[src/rtl/clsd_swclk_pkg.sv]
package clsd_swclk_pkg;

  typedef enum logic [1:0] {
    SW_MODE_SYNC   = 2'b00,
    SW_MODE_FIXED  = 2'b01,
    SW_MODE_SPREAD = 2'b10
  } sw_mode_e;

  typedef struct packed {
    sw_mode_e mode;
    logic     alt_rate;  // 352.8 kHz base instead of 384 kHz
    logic     wide_dev;  // +-10 % spread instead of +-5 %
  } sw_cfg_t;

  localparam sw_cfg_t SW_CFG_DEFAULT = '{mode: SW_MODE_SYNC, alt_rate: 1'b0, wide_dev: 1'b0};

  function automatic sw_cfg_t sw_cfg_clean(input logic [1:0] mode_raw,
                                           input logic [1:0] rate_raw,
                                           input logic [1:0] depth_raw);
    sw_cfg_t c;
    c.mode     = (mode_raw == 2'b11) ? SW_MODE_SYNC : sw_mode_e'(mode_raw);
    c.alt_rate = (rate_raw == 2'b01);
    c.wide_dev = (depth_raw == 2'b10);
    return c;
  endfunction

endpackage

[src/rtl/swclk_cfg_latch.sv]
module swclk_cfg_latch
  import clsd_swclk_pkg::*;
(
  input  logic       clk_i,
  input  logic       rst_ni,
  input  logic       en_i,
  input  logic [1:0] mode_raw_i,
  input  logic [1:0] rate_raw_i,
  input  logic [1:0] depth_raw_i,
  output logic       pwr_o,
  output sw_cfg_t    cfg_o
);

  logic    pwr_q;
  sw_cfg_t cfg_q;

  always_ff @(posedge clk_i or negedge rst_ni) begin
    if (!rst_ni) begin
      pwr_q <= 1'b0;
      cfg_q <= SW_CFG_DEFAULT;
    end else begin
      pwr_q <= en_i;
      if (en_i && !pwr_q) cfg_q <= sw_cfg_clean(mode_raw_i, rate_raw_i, depth_raw_i);
    end
  end

  assign pwr_o = pwr_q;
  assign cfg_o = cfg_q;

  assert_cfg_hold_R2: assert property (@(posedge clk_i) disable iff (!rst_ni)
    (pwr_q && $past(pwr_q)) |-> $stable(cfg_q));

  assert_cfg_legal_R3: assert property (@(posedge clk_i) disable iff (!rst_ni)
    cfg_q.mode != 2'b11);

endmodule

[src/rtl/swclk_sync_div.sv]
module swclk_sync_div #(
  parameter int unsigned CNT_W   = 16,
  parameter int unsigned PHASE_W = 10
) (
  input  logic               clk_i,
  input  logic               rst_ni,
  input  logic               run_i,
  input  logic               stb_i,
  output logic               tick_o,
  output logic [PHASE_W-1:0] phase_o
);

  localparam int unsigned TICKS = 8;
  localparam logic [CNT_W-1:0] PH_MAX = CNT_W'((2 ** PHASE_W) - 1);

  logic [CNT_W-1:0] per_cnt, spacing, sub;
  logic [3:0]       idx;     // ticks issued in current sequence, TICKS = done
  logic             seen, tick_q;
  logic [CNT_W:0]   per_p1;
  logic [CNT_W-1:0] sp_new;
  logic             sub_hit;

  assign per_p1  = {1'b0, per_cnt} + 1'b1;
  assign sp_new  = ((per_p1 >> 3) == '0) ? CNT_W'(1) : CNT_W'(per_p1 >> 3);
  assign sub_hit = (idx < 4'(TICKS)) && (sub == spacing - 1'b1);

  always_ff @(posedge clk_i or negedge rst_ni) begin
    if (!rst_ni) begin
      per_cnt <= '0;
      spacing <= CNT_W'(1);
      sub     <= '0;
      idx     <= 4'(TICKS);
      seen    <= 1'b0;
      tick_q  <= 1'b0;
    end else if (!run_i) begin
      per_cnt <= '0;
      sub     <= '0;
      idx     <= 4'(TICKS);
      seen    <= 1'b0;
      tick_q  <= 1'b0;
    end else if (stb_i) begin
      per_cnt <= '0;
      seen    <= 1'b1;
      if (seen) begin
        spacing <= sp_new;
        idx     <= 4'd1;
        sub     <= '0;
        tick_q  <= 1'b1;
      end else begin
        sub    <= (sub == '1) ? sub : sub + 1'b1;
        tick_q <= 1'b0;
      end
    end else begin
      per_cnt <= (per_cnt == '1) ? per_cnt : per_cnt + 1'b1;
      if (sub_hit) begin
        idx    <= idx + 1'b1;
        sub    <= '0;
        tick_q <= 1'b1;
      end else begin
        sub    <= (sub == '1) ? sub : sub + 1'b1;
        tick_q <= 1'b0;
      end
    end
  end

  assign tick_o  = tick_q;
  assign phase_o = (sub > PH_MAX) ? PH_MAX[PHASE_W-1:0] : sub[PHASE_W-1:0];

  assert_sync_seq_bound_R4: assert property (@(posedge clk_i) disable iff (!rst_ni)
    (idx >= 4'd1) && (idx <= 4'(TICKS)));

  assert_sync_quiet_R9: assert property (@(posedge clk_i) disable iff (!rst_ni)
    !run_i |=> (!tick_q && sub == '0));

endmodule

[src/rtl/swclk_ssm_tri.sv]
module swclk_ssm_tri #(
  parameter int unsigned ACC_W      = 32,
  parameter int unsigned HALF_STEPS = 16,
  parameter int unsigned STEP_CYC   = 390,
  parameter logic [ACC_W-1:0] STEP_N = '0,
  parameter logic [ACC_W-1:0] STEP_W = '0
) (
  input  logic                    clk_i,
  input  logic                    rst_ni,
  input  logic                    run_i,
  input  logic                    wide_i,
  output logic signed [ACC_W-1:0] offset_o
);

  localparam int unsigned KW    = $clog2(2 * HALF_STEPS + 1);
  localparam int unsigned DIV_W = (STEP_CYC > 1) ? $clog2(STEP_CYC) : 1;
  localparam logic [KW-1:0] K_MID = KW'(HALF_STEPS);
  localparam logic [KW-1:0] K_TOP = KW'(2 * HALF_STEPS);
  localparam logic [DIV_W-1:0] DIV_LAST = DIV_W'(STEP_CYC - 1);

  logic [KW-1:0]    k;
  logic             up;
  logic [DIV_W-1:0] div;
  logic signed [ACC_W-1:0] k_rel, step;

  always_ff @(posedge clk_i or negedge rst_ni) begin
    if (!rst_ni) begin
      k   <= K_MID;
      up  <= 1'b1;
      div <= '0;
    end else if (!run_i) begin
      k   <= K_MID;
      up  <= 1'b1;
      div <= '0;
    end else if (div == DIV_LAST) begin
      div <= '0;
      if (up) begin
        k <= k + 1'b1;
        if (k + 1'b1 == K_TOP) up <= 1'b0;
      end else begin
        k <= k - 1'b1;
        if (k - 1'b1 == '0) up <= 1'b1;
      end
    end else begin
      div <= div + 1'b1;
    end
  end

  assign k_rel    = ACC_W'(k) - ACC_W'(K_MID);
  assign step     = wide_i ? STEP_W : STEP_N;
  assign offset_o = k_rel * step;

  assert_tri_bound_R7: assert property (@(posedge clk_i) disable iff (!rst_ni)
    k <= K_TOP);

  assert_tri_step_R7: assert property (@(posedge clk_i) disable iff (!rst_ni)
    (run_i && $past(run_i)) |->
      (k == $past(k) || k == KW'($past(k) + 1'b1) || k == KW'($past(k) - 1'b1)));

endmodule

[src/rtl/swclk_phase_osc.sv]
module swclk_phase_osc #(
  parameter int unsigned ACC_W   = 32,
  parameter int unsigned PHASE_W = 10
) (
  input  logic               clk_i,
  input  logic               rst_ni,
  input  logic               run_i,
  input  logic [ACC_W-1:0]   inc_i,
  output logic               tick_o,
  output logic [PHASE_W-1:0] phase_o
);

  logic [ACC_W-1:0] acc;
  logic             tick_q;
  logic [ACC_W:0]   sum;

  assign sum = {1'b0, acc} + {1'b0, inc_i};

  always_ff @(posedge clk_i or negedge rst_ni) begin
    if (!rst_ni) begin
      acc    <= '0;
      tick_q <= 1'b0;
    end else if (!run_i) begin
      acc    <= '0;
      tick_q <= 1'b0;
    end else begin
      acc    <= sum[ACC_W-1:0];
      tick_q <= sum[ACC_W];
    end
  end

  assign tick_o  = tick_q;
  assign phase_o = acc[ACC_W-1 -: PHASE_W];

  assert_osc_wrap_R6: assert property (@(posedge clk_i) disable iff (!rst_ni)
    tick_q |-> (acc < $past(acc)));

  assert_osc_quiet_R9: assert property (@(posedge clk_i) disable iff (!rst_ni)
    !run_i |=> (acc == '0 && !tick_q));

endmodule

[src/rtl/clsd_swclk_gen.sv]
module clsd_swclk_gen
  import clsd_swclk_pkg::*;
#(
  parameter int unsigned SYS_CLK_HZ     = 100_000_000,
  parameter int unsigned RATE_A_HZ      = 384_000,
  parameter int unsigned RATE_B_HZ      = 352_800,
  parameter int unsigned MOD_HZ         = 4_000,
  parameter int unsigned HALF_STEPS     = 16,
  parameter int unsigned DEV_NARROW_PCT = 5,
  parameter int unsigned DEV_WIDE_PCT   = 10,
  parameter int unsigned ACC_W          = 32,
  parameter int unsigned PHASE_W        = 10,
  parameter int unsigned CNT_W          = 16
) (
  input  logic               clk_i,
  input  logic               rst_ni,
  input  logic               en_i,
  input  logic               fs_stb_i,
  input  logic [1:0]         mode_sel_i,
  input  logic [1:0]         rate_sel_i,
  input  logic [1:0]         depth_sel_i,
  output logic               tick_o,
  output logic [PHASE_W-1:0] phase_o,
  output logic               active_o
);

  localparam logic [63:0] INC_A_L =
    ((64'(RATE_A_HZ) << ACC_W) + 64'(SYS_CLK_HZ / 2)) / 64'(SYS_CLK_HZ);
  localparam logic [63:0] INC_B_L =
    ((64'(RATE_B_HZ) << ACC_W) + 64'(SYS_CLK_HZ / 2)) / 64'(SYS_CLK_HZ);
  localparam logic [ACC_W-1:0] INC_A  = ACC_W'(INC_A_L);
  localparam logic [ACC_W-1:0] INC_B  = ACC_W'(INC_B_L);
  localparam logic [ACC_W-1:0] STEP_N = ACC_W'(INC_A_L * DEV_NARROW_PCT / 100 / HALF_STEPS);
  localparam logic [ACC_W-1:0] STEP_W = ACC_W'(INC_A_L * DEV_WIDE_PCT / 100 / HALF_STEPS);
  localparam int unsigned STEP_CYC = SYS_CLK_HZ / (MOD_HZ * 4 * HALF_STEPS);

  logic    pwr;
  sw_cfg_t cfg;
  logic    run_any, run_sync, run_osc, run_ssm;
  logic    sync_tick, osc_tick;
  logic [PHASE_W-1:0] sync_ph, osc_ph;
  logic signed [ACC_W-1:0] ssm_off;
  logic [ACC_W-1:0] inc;

  swclk_cfg_latch u_cfg (
    .clk_i       (clk_i),
    .rst_ni      (rst_ni),
    .en_i        (en_i),
    .mode_raw_i  (mode_sel_i),
    .rate_raw_i  (rate_sel_i),
    .depth_raw_i (depth_sel_i),
    .pwr_o       (pwr),
    .cfg_o       (cfg)
  );

  assign run_any  = pwr && en_i;
  assign run_sync = run_any && (cfg.mode == SW_MODE_SYNC);
  assign run_osc  = run_any && (cfg.mode != SW_MODE_SYNC);
  assign run_ssm  = run_any && (cfg.mode == SW_MODE_SPREAD);

  swclk_sync_div #(.CNT_W(CNT_W), .PHASE_W(PHASE_W)) u_sync (
    .clk_i   (clk_i),
    .rst_ni  (rst_ni),
    .run_i   (run_sync),
    .stb_i   (fs_stb_i),
    .tick_o  (sync_tick),
    .phase_o (sync_ph)
  );

  swclk_ssm_tri #(
    .ACC_W(ACC_W), .HALF_STEPS(HALF_STEPS), .STEP_CYC(STEP_CYC),
    .STEP_N(STEP_N), .STEP_W(STEP_W)
  ) u_tri (
    .clk_i    (clk_i),
    .rst_ni   (rst_ni),
    .run_i    (run_ssm),
    .wide_i   (cfg.wide_dev),
    .offset_o (ssm_off)
  );

  // spread mode always centres on rate A
  always_comb begin
    if (cfg.mode == SW_MODE_SPREAD) inc = INC_A + ssm_off;
    else if (cfg.alt_rate)          inc = INC_B;
    else                            inc = INC_A;
  end

  swclk_phase_osc #(.ACC_W(ACC_W), .PHASE_W(PHASE_W)) u_osc (
    .clk_i   (clk_i),
    .rst_ni  (rst_ni),
    .run_i   (run_osc),
    .inc_i   (inc),
    .tick_o  (osc_tick),
    .phase_o (osc_ph)
  );

  assign tick_o   = sync_tick | osc_tick;
  assign phase_o  = (cfg.mode == SW_MODE_SYNC) ? sync_ph : osc_ph;
  assign active_o = pwr;

  assert_tick_active_R9: assert property (@(posedge clk_i) disable iff (!rst_ni)
    tick_o |-> active_o);

  assert_single_source_R2: assert property (@(posedge clk_i) disable iff (!rst_ni)
    !(sync_tick && osc_tick));

endmodule

[config.mk]
export PLATFORM = sky130hd
export DESIGN_NAME = clsd_swclk_gen
export DESIGN_NICKNAME = d
export VERILOG_FILES = /design/src/rtl/clsd_swclk_pkg.sv /design/src/rtl/swclk_cfg_latch.sv /design/src/rtl/swclk_sync_div.sv /design/src/rtl/swclk_ssm_tri.sv /design/src/rtl/swclk_phase_osc.sv /design/src/rtl/clsd_swclk_gen.sv
export SDC_FILE = /design/constraint.sdc
export NUM_CORES = 1
export LEC_CHECK = 0
export BUFFER_PORTS_ARGS = -buffer_cell sky130_fd_sc_hd__clkbuf_2
export CORE_MARGIN = 4
export CORE_UTILIZATION = 40
export DETAILED_ROUTE_END_ITERATION = 16
export SLEW_MARGIN = 15
export SYNTH_ARGS = -nofsm -noshare
export SYNTH_HDL_FRONTEND = slang
export SYNTH_SLANG_ARGS = --single-unit
export TNS_END_PERCENT = 5
[constraint.sdc]
create_clock -name clk_i -period 11.15 [get_ports clk_i]
set_input_delay 2.23 -clock clk_i [delete_from_list [all_inputs] [get_ports clk_i]]
set_output_delay 2.23 -clock clk_i [all_outputs]
set_load 0.01 [all_outputs]
==> results.sh, run 1 <==
export IMPL_grt_pass1_vias=7685
export IMPL_ctsHoldBuffers=0
export IMPL_grtUsageTotal_pct=16.6
export IMPL_drc=0
export IMPL_htree_levels=3
export IMPL_ioPinCount=22
export IMPL_cts_sinks=106
export IMPL_hold_viol=0
export IMPL_drt_iter0_markers=486
export IMPL_nFillCells=2439
export IMPL_synth_area_um2=9990
export IMPL_timing_final_crit_period_ps=8470
export IMPL_reg2reg_from="u_tri.k[4]$_DFFE_PN1P_"
export IMPL_peakVddDrop_mv=0.0655
export IMPL_wl_per_cell_um=15.4
export IMPL_cp_common_cell="ha_1"
export IMPL_relSlewSlack_pct=42.5
export IMPL_dp_hpwl_um=18100
export IMPL_cp_max_fo=13
export IMPL_floorplan_initialDensity_pct=40.8
export IMPL_core_um2=24500
export IMPL_hp_start="u_sync.spacing[0]$_DFFE_PN1P_"
export IMPL_grt_pass1_wl_um=38500
export IMPL_yosysSeqAreaShare_pct=26.6
export IMPL_nets=1321
export IMPL_grt_max_degree=68
export IMPL_cp_top_family="adder cells"
export IMPL_holdCritPathClass="flop to flop"
export IMPL_area_growth_pct=7.12
export IMPL_rrSetupSlack_ps=2680
export IMPL_ys_ff_latch=106
export IMPL_drive_gt1_share_pct=5.79
export IMPL_finClkSkew_ps=20.8
export IMPL_grt_antenna_before_repair=0
export IMPL_gp_congestion=0.860
export IMPL_die_height_um=166
export IMPL_yosysWarnings=0
export IMPL_io_buffer_count=21
export IMPL_fin_crit_sh_pct=76.0
export IMPL_drt_pass1_iter_count=4
export IMPL_p_total_mw=0.929
export IMPL_cts_buffers_inserted=9
export IMPL_grt_overflow=0
export IMPL_ys_flop_type="dfrtp_1"
export IMPL_setup_viol_count_final=0
export IMPL_cp_end_kind="flop"
export IMPL_final_common_cell="nor2_1"
export IMPL_ant_nets=0
export IMPL_status="finished, final reports clean"
export IMPL_postCtsSetupBuffers=0
export IMPL_cap_violations=0
export IMPL_viasPerCell=5.28
export IMPL_cpMaxStageDelayCell="dfstp_2"
export IMPL_die_x_um=166
export IMPL_synthCells=1148
export IMPL_fin_area_um2=10700
export IMPL_max_stage_delay_ps=700
export IMPL_cts_buffer_depth=2
export IMPL_final_max_slew_viol_count=0
export IMPL_critPathLaunchType="flop"
export IMPL_dpl_cell_area_um2=10400
export IMPL_p_per_area_nw_per_um2=86.8
export IMPL_critical_path_startpoint="u_tri.k[4]$_DFFE_PN1P_"
export IMPL_dieArea_um2=27600
export IMPL_insertion_delay_ps=370
export IMPL_required_ps=11360
export IMPL_diodes=0
export IMPL_rows=57
export IMPL_worst_pin_slew_ps=862
export IMPL_cts_tree="yes"
export IMPL_worst_path_buf_inv=4
export IMPL_total_leakage_power_nw=5.13
export IMPL_syn_avg_cell_area_um2=8.70
export IMPL_cts_repair_resized=0
export IMPL_rsz0062_at_grt="no"
export IMPL_synth_cell_type_count=73
export IMPL_tns_ps=0
export IMPL_layout_common_cells="nor2_1 (113), ha_1 (112), inv_1 (105)"
export IMPL_crit_type="flop to flop"
export IMPL_root_buffer="clkbuf_16"
export IMPL_synth_edf_count=0
export IMPL_finalWirelength_um=22800
export IMPL_async_flop_share_pct=100
export IMPL_via_count=7831
export IMPL_cp_arrival_ps=8680
export IMPL_max_freq_ghz=0.118
export IMPL_clkSlewWorstSetupHoldPaths_ps=90
## sequential cells by signal (all words and copies together) (netlist names)
signal,count
u_sync.seen,1
u_sync.per_cnt,16
u_osc.acc,32
u_tri.up,1
u_sync.sub,16
u_osc.tick_o,1
u_sync.idx,4
u_sync.tick_o,1
u_tri.k,6
u_cfg.pwr_o,1
u_sync.spacing,14
u_tri.div,9
u_cfg.cfg_o,4
## cell usage after synthesis (3+ instances only)
master,number,area (µm²)
nor2b_1,13,81.3
o21bai_1,8,60.1
o21ai_0,76,380
nand3_1,36,180
o22a_1,12,105
ha_1,112,1400
inv_1,105,394
xnor2_1,48,420
nor3b_1,5,37.5
or3_1,15,93.8
xor2_1,45,394
dfstp_2,4,105
a21oi_1,60,300
o31ai_1,5,37.5
nand4_1,18,113
and3_1,14,87.6
nor4_1,5,31.3
a21o_1,18,135
a21boi_0,5,37.5
a31oi_1,12,75.1
and2_1,9,56.3
buf_1,4,15.0
o21a_1,13,97.6
fa_1,46,921
mux2i_1,8,80.1
or2_2,5,31.3
nor2_1,113,424
dfrtp_1,102,2550
nand2_1,88,330
nand2b_1,18,113
o211ai_1,3,22.5
nor3_1,28,140
a211oi_1,11,82.6
clkbuf_1,29,109
o31a_1,3,26.3
nor4b_1,3,26.3
## where the power goes
| part | internal [mW] | switching, mW |
|---|---|---|
| Clock | 0.161 | 0.174 |
| Sequential | 0.393 | 0.00847 |
| Combinational | 0.0771 | 0.116 |
## through the flow
| stage | hold WS, ps | setup WS (ps) | util (%) | std cells |
|---|---|---|---|---|
| CTS | 539 | 2720 | 43.7 | 1482 |
| finish | 534 | 2680 | 43.7 | 1482 |
| detailed placement | 526 | 2800 | 42.5 | 1466 |
| floorplan | 463 | 3380 | - | 1155 |
| global route | 576 | 2120 | 43.7 | 1482 |
| global placement | 517 | 2980 | 42.5 | 1466 |
## worst paths after layout
check | end | cells after the start
setup / recovery | u_osc.acc[31]$_DFF_PN0_ | 28
hold / removal | u_sync.spacing[0]$_DFFE_PN1P_ | 2
setup reg to reg | u_osc.acc[31]$_DFF_PN0_ | 28
hold reg to reg | u_sync.spacing[0]$_DFFE_PN1P_ | 2
max in group asynchronous | u_sync.tick_o$_DFF_PN0_ | 2
min in group asynchronous | u_osc.acc[15]$_DFF_PN0_ | 1
## worst reg2reg max path, delay by kind of cell, from the launching register on
kind            cells  cell delay (ps)
fa+ha+maj           8             3110
simple gates        7             1960
compound gates      8             1930
flops               1              700
buf+inv             4              430
xor+xnor            1              170
## final cells by class
type,instances,area (µm²),share of cell area (%)
Multi-Input combinational cell,907,6800,63.6
Timing Repair Buffer,24,130,1.22
Sequential cell,106,2660,24.8
Clock buffer,9,225,2.11
Inverter,105,394,3.68
Tap cell,324,405,3.79
Clock inverter,7,80.1,0.749
## cells by family (layout without fill, tap and decap cells)
group,Yosys count,in the layout,share of synthesized area (%)
adders and majority gates,158,158,23.3
AOI/OAI and AO/OA,248,248,15.8
DFF,106,106,26.6
xor gates and xnor gates,93,93,8.16
other,2,9,0.0752
buffers and inverters,142,145,5.51
and+or+nand+nor,391,391,19.8
muxes,8,8,0.802
## routing by layer
layer	GRT usage (%)	vias to the layer above	share of wire, %
met5	0	-	0
met4	2.87	0	0.88
met3	2.48	17	2.7
met2	27.2	94	46
met1	23.8	3755	50
li1	-	3965	-
No activity file was read; power rests on OpenSTA's default activity.
==> inputs of run 2 (changes only) <==
--- a/config.mk
+++ b/config.mk
@@ -5,6 +5,7 @@
 export SDC_FILE = /design/constraint.sdc
 export NUM_CORES = 1
 export LEC_CHECK = 0
+export ABC_AREA = 1
 export BUFFER_PORTS_ARGS = -buffer_cell sky130_fd_sc_hd__clkbuf_2
 export CORE_MARGIN = 4
 export CORE_UTILIZATION = 40
==> constraint.sdc (replaced) <==
create_clock -name clk_i -period 7 [get_ports clk_i]
set_input_delay 1.4 -clock clk_i [delete_from_list [all_inputs] [get_ports clk_i]]
set_output_delay 1.4 -clock clk_i [all_outputs]
set_load 0.01 [all_outputs]
==> results.sh, run 2 <==
export IMPL_max_flop_register="u_osc.acc"
export IMPL_final_common_cell="nand2_1"
export IMPL_io_buffer_count=21
export IMPL_pwr_share_clk_pct=35.1
export IMPL_grt_max_degree=64
export IMPL_yosysTopAreaCell="dfrtp_1"
export IMPL_cts_buffers_inserted=9
export IMPL_multi_input_area_um2=7240
export IMPL_cpMaxStageDelayCell="dfstp_2"
export IMPL_holdCritPathClass="flop to flop"
export IMPL_total_leakage_power_nw=6.01
export IMPL_drt_pass1_iter_count=5
export IMPL_finalWirelength_um=28800
export IMPL_relSlewSlack_pct=42.6
export IMPL_wl_per_cell_um=15.5
export IMPL_peakVddDrop_mv=0.108
export IMPL_cts_sinks=106
export IMPL_largestRegisters="u_osc.acc x32, u_sync.per_cnt x16, u_sync.sub x16"
export IMPL_viasPerCell=5.19
export IMPL_fin_crit_sh_pct=94.6
export IMPL_ff_latch_area_um2=2660
export IMPL_drt_iter0_markers=685
export IMPL_diodes=0
export IMPL_rsz0062_at_grt="yes"
export IMPL_worst_pin_slew_ps=858
export IMPL_area_growth_pct=8.02
export IMPL_yosysWarnings=0
export IMPL_yosysSeqAreaShare_pct=24.6
export IMPL_internal_power_mw=0.980
export IMPL_dieArea_um2=29700
export IMPL_synthCells=1486
export IMPL_cts_buffer_depth=2
export IMPL_timing_final_crit_period_ps=6620
export IMPL_cp_arrival_ps=6870
export IMPL_critPathLaunchType="flop"
export IMPL_largest_reg_flops=32
export IMPL_die_x_um=172
export IMPL_cp_common_cell="inv_1"
export IMPL_via_count=9635
export IMPL_nets=1684
export IMPL_synth_commonest_cells="nand2_1 (306), inv_1 (232), nor2_1 (170), ha_1 (112), dfrtp_1 (102)"
export IMPL_nFillCells=2745
export IMPL_final_max_slew_viol_count=0
export IMPL_whs_path_depth=2
export IMPL_syn_avg_cell_area_um2=7.27
export IMPL_cp_end_kind="flop"
export IMPL_hold_viol=0
export IMPL_root_buffer="clkbuf_16"
export IMPL_tns_ps=0
export IMPL_p_sw_share_pct=34.2
export IMPL_finClkSkew_ps=10.9
export IMPL_core_um2=26400
export IMPL_pwr_share_comb_pct=21.6
export IMPL_grt_pass1_vias=9615
export IMPL_setup_viol_count_final=0
export IMPL_synth_most_common_cell="nand2_1"
export IMPL_hold_ws_ps=492
export IMPL_layout_common_cells="nand2_1 (306), inv_1 (231), nor2_1 (167)"
export IMPL_drc=0
export IMPL_final_util_pct=44.3
export IMPL_max_freq_ghz=0.151
export IMPL_floorplan_initialDensity_pct=41.0
export IMPL_p_per_area_nw_per_um2=128
export IMPL_ctsHoldBuffers=0
export IMPL_crit_type="flop to flop"
export IMPL_grt_pass1_wl_um=48700
export IMPL_cts_tree="yes"
export IMPL_cp_max_fo=6
export IMPL_grtUsageTotal_pct=20.4
export IMPL_ioPinCount=22
export IMPL_drive_gt1_share_pct=7.36
export IMPL_dp_hpwl_um=23600
export IMPL_synth_area_leaders="dfrtp_1 (24%), ha_1 (13%), nand2_1 (11%)"
export IMPL_required_ps=7250
export IMPL_place_ws_ps=305
export IMPL_cap_violations=0
export IMPL_max_stage_delay_ps=530
export IMPL_grt_antenna_before_repair=1
export IMPL_finalWorstSetupSlack_ps=378
export IMPL_switchingPower_mw=0.510
export IMPL_synth_area_um2=10800
export IMPL_synth_cell_type_count=55
export IMPL_grt_overflow=0
export IMPL_rows=59
export IMPL_ys_ff_latch=106
export IMPL_status="finished, final reports clean"
export IMPL_synth_edf_count=0
export IMPL_async_flop_share_pct=100
export IMPL_power_frac_seq_pct=43.4
export IMPL_ant_nets=0
export IMPL_die_height_um=172
export IMPL_gp_congestion=0.905
export IMPL_yosysTopAreaCellShare_pct=23.6
export IMPL_insertion_delay_ps=360
export IMPL_htree_levels=3
export IMPL_reg2reg_depth=31
export IMPL_clkSlewWorstSetupHoldPaths_ps=80
export IMPL_ys_flop_type="dfrtp_1"
-- run 2: kinds of logic after synthesis --
family | synth area share [%]
adders and majority gates | 21.5
DFF | 24.6
xor gates and xnor gates | 3.73
muxes | 0.0926
AOI/OAI and AO/OA | 13.6
and+or+nand+nor | 27.3
buffers and inverters | 9.16
other | 0.0695
-- run 2: critical path: cells and delay by family (launching register included) --
| kind | cells | cell delay [ps] |
|---|---|---|
| buf+inv | 7 | 430 |
| fa+ha+maj | 8 | 3200 |
| flops | 1 | 530 |
| compound gates | 8 | 1580 |
| simple gates | 8 | 760 |
-- run 2: power by group through the flow --
stage | clock network [mW] | registers, mW | logic (mW)
after floorplan | 0 | 0.654 | 0.225
after global placement | 0 | 0.659 | 0.314
after detailed placement | 0 | 0.658 | 0.314
after CTS | 0.534 | 0.647 | 0.315
after global routing | 0.553 | 0.650 | 0.368
final | 0.523 | 0.647 | 0.321
-- run 2: layout make-up --
type	count	area share, %
clock buffer	9	1.93
clock inverter	7	0.600
inverter	238	7.65
multi-input combinational	1131	62.0
sequential	106	22.8
tap	335	3.59
timing repair buffer	30	1.50
-- run 2: routing by layer --
layer	wire, µm	GRT usage [%]	vias up
met5	0	0	-
met4	442	4.44	0
met3	1450	2.42	32
met2	13000	32.9	196
met1	13900	29.5	4541
li1	-	-	4866
-- run 2: repair_timing --
item,in CTS,in global routing
setup buffers,0,0
endpoints found under the hold margin,0,0
resized for setup,0,17
setup endpoints to repair,0,18
-- run 2: worst paths after layout --
| check | from | to | slack, ps |
|---|---|---|---|
| setup / recovery | u_tri.k[4]$_DFFE_PN1P_ | u_osc.acc[30]$_DFF_PN0_ | 380 |
| hold / removal | u_sync.spacing[1]$_DFFE_PN0P_ | u_sync.spacing[1]$_DFFE_PN0P_ | 490 |
| setup reg to reg | u_tri.k[4]$_DFFE_PN1P_ | u_osc.acc[30]$_DFF_PN0_ | 380 |
| hold reg to reg | u_sync.spacing[1]$_DFFE_PN0P_ | u_sync.spacing[1]$_DFFE_PN0P_ | 490 |
| max in group asynchronous | rst_ni | u_osc.acc[17]$_DFF_PN0_ | 4690 |
| min in group asynchronous | rst_ni | u_sync.per_cnt[13]$_DFFE_PN0P_ | 1040 |
-- run 2: through the flow --
stage,instance area [µm²],cells,power [mW]
finish,11700,1856,1.49
global route,11700,1856,1.57
CTS,11600,1856,1.50
detailed placement,11300,1840,0.972
global placement,11300,1840,0.972
floorplan,10800,1493,0.879
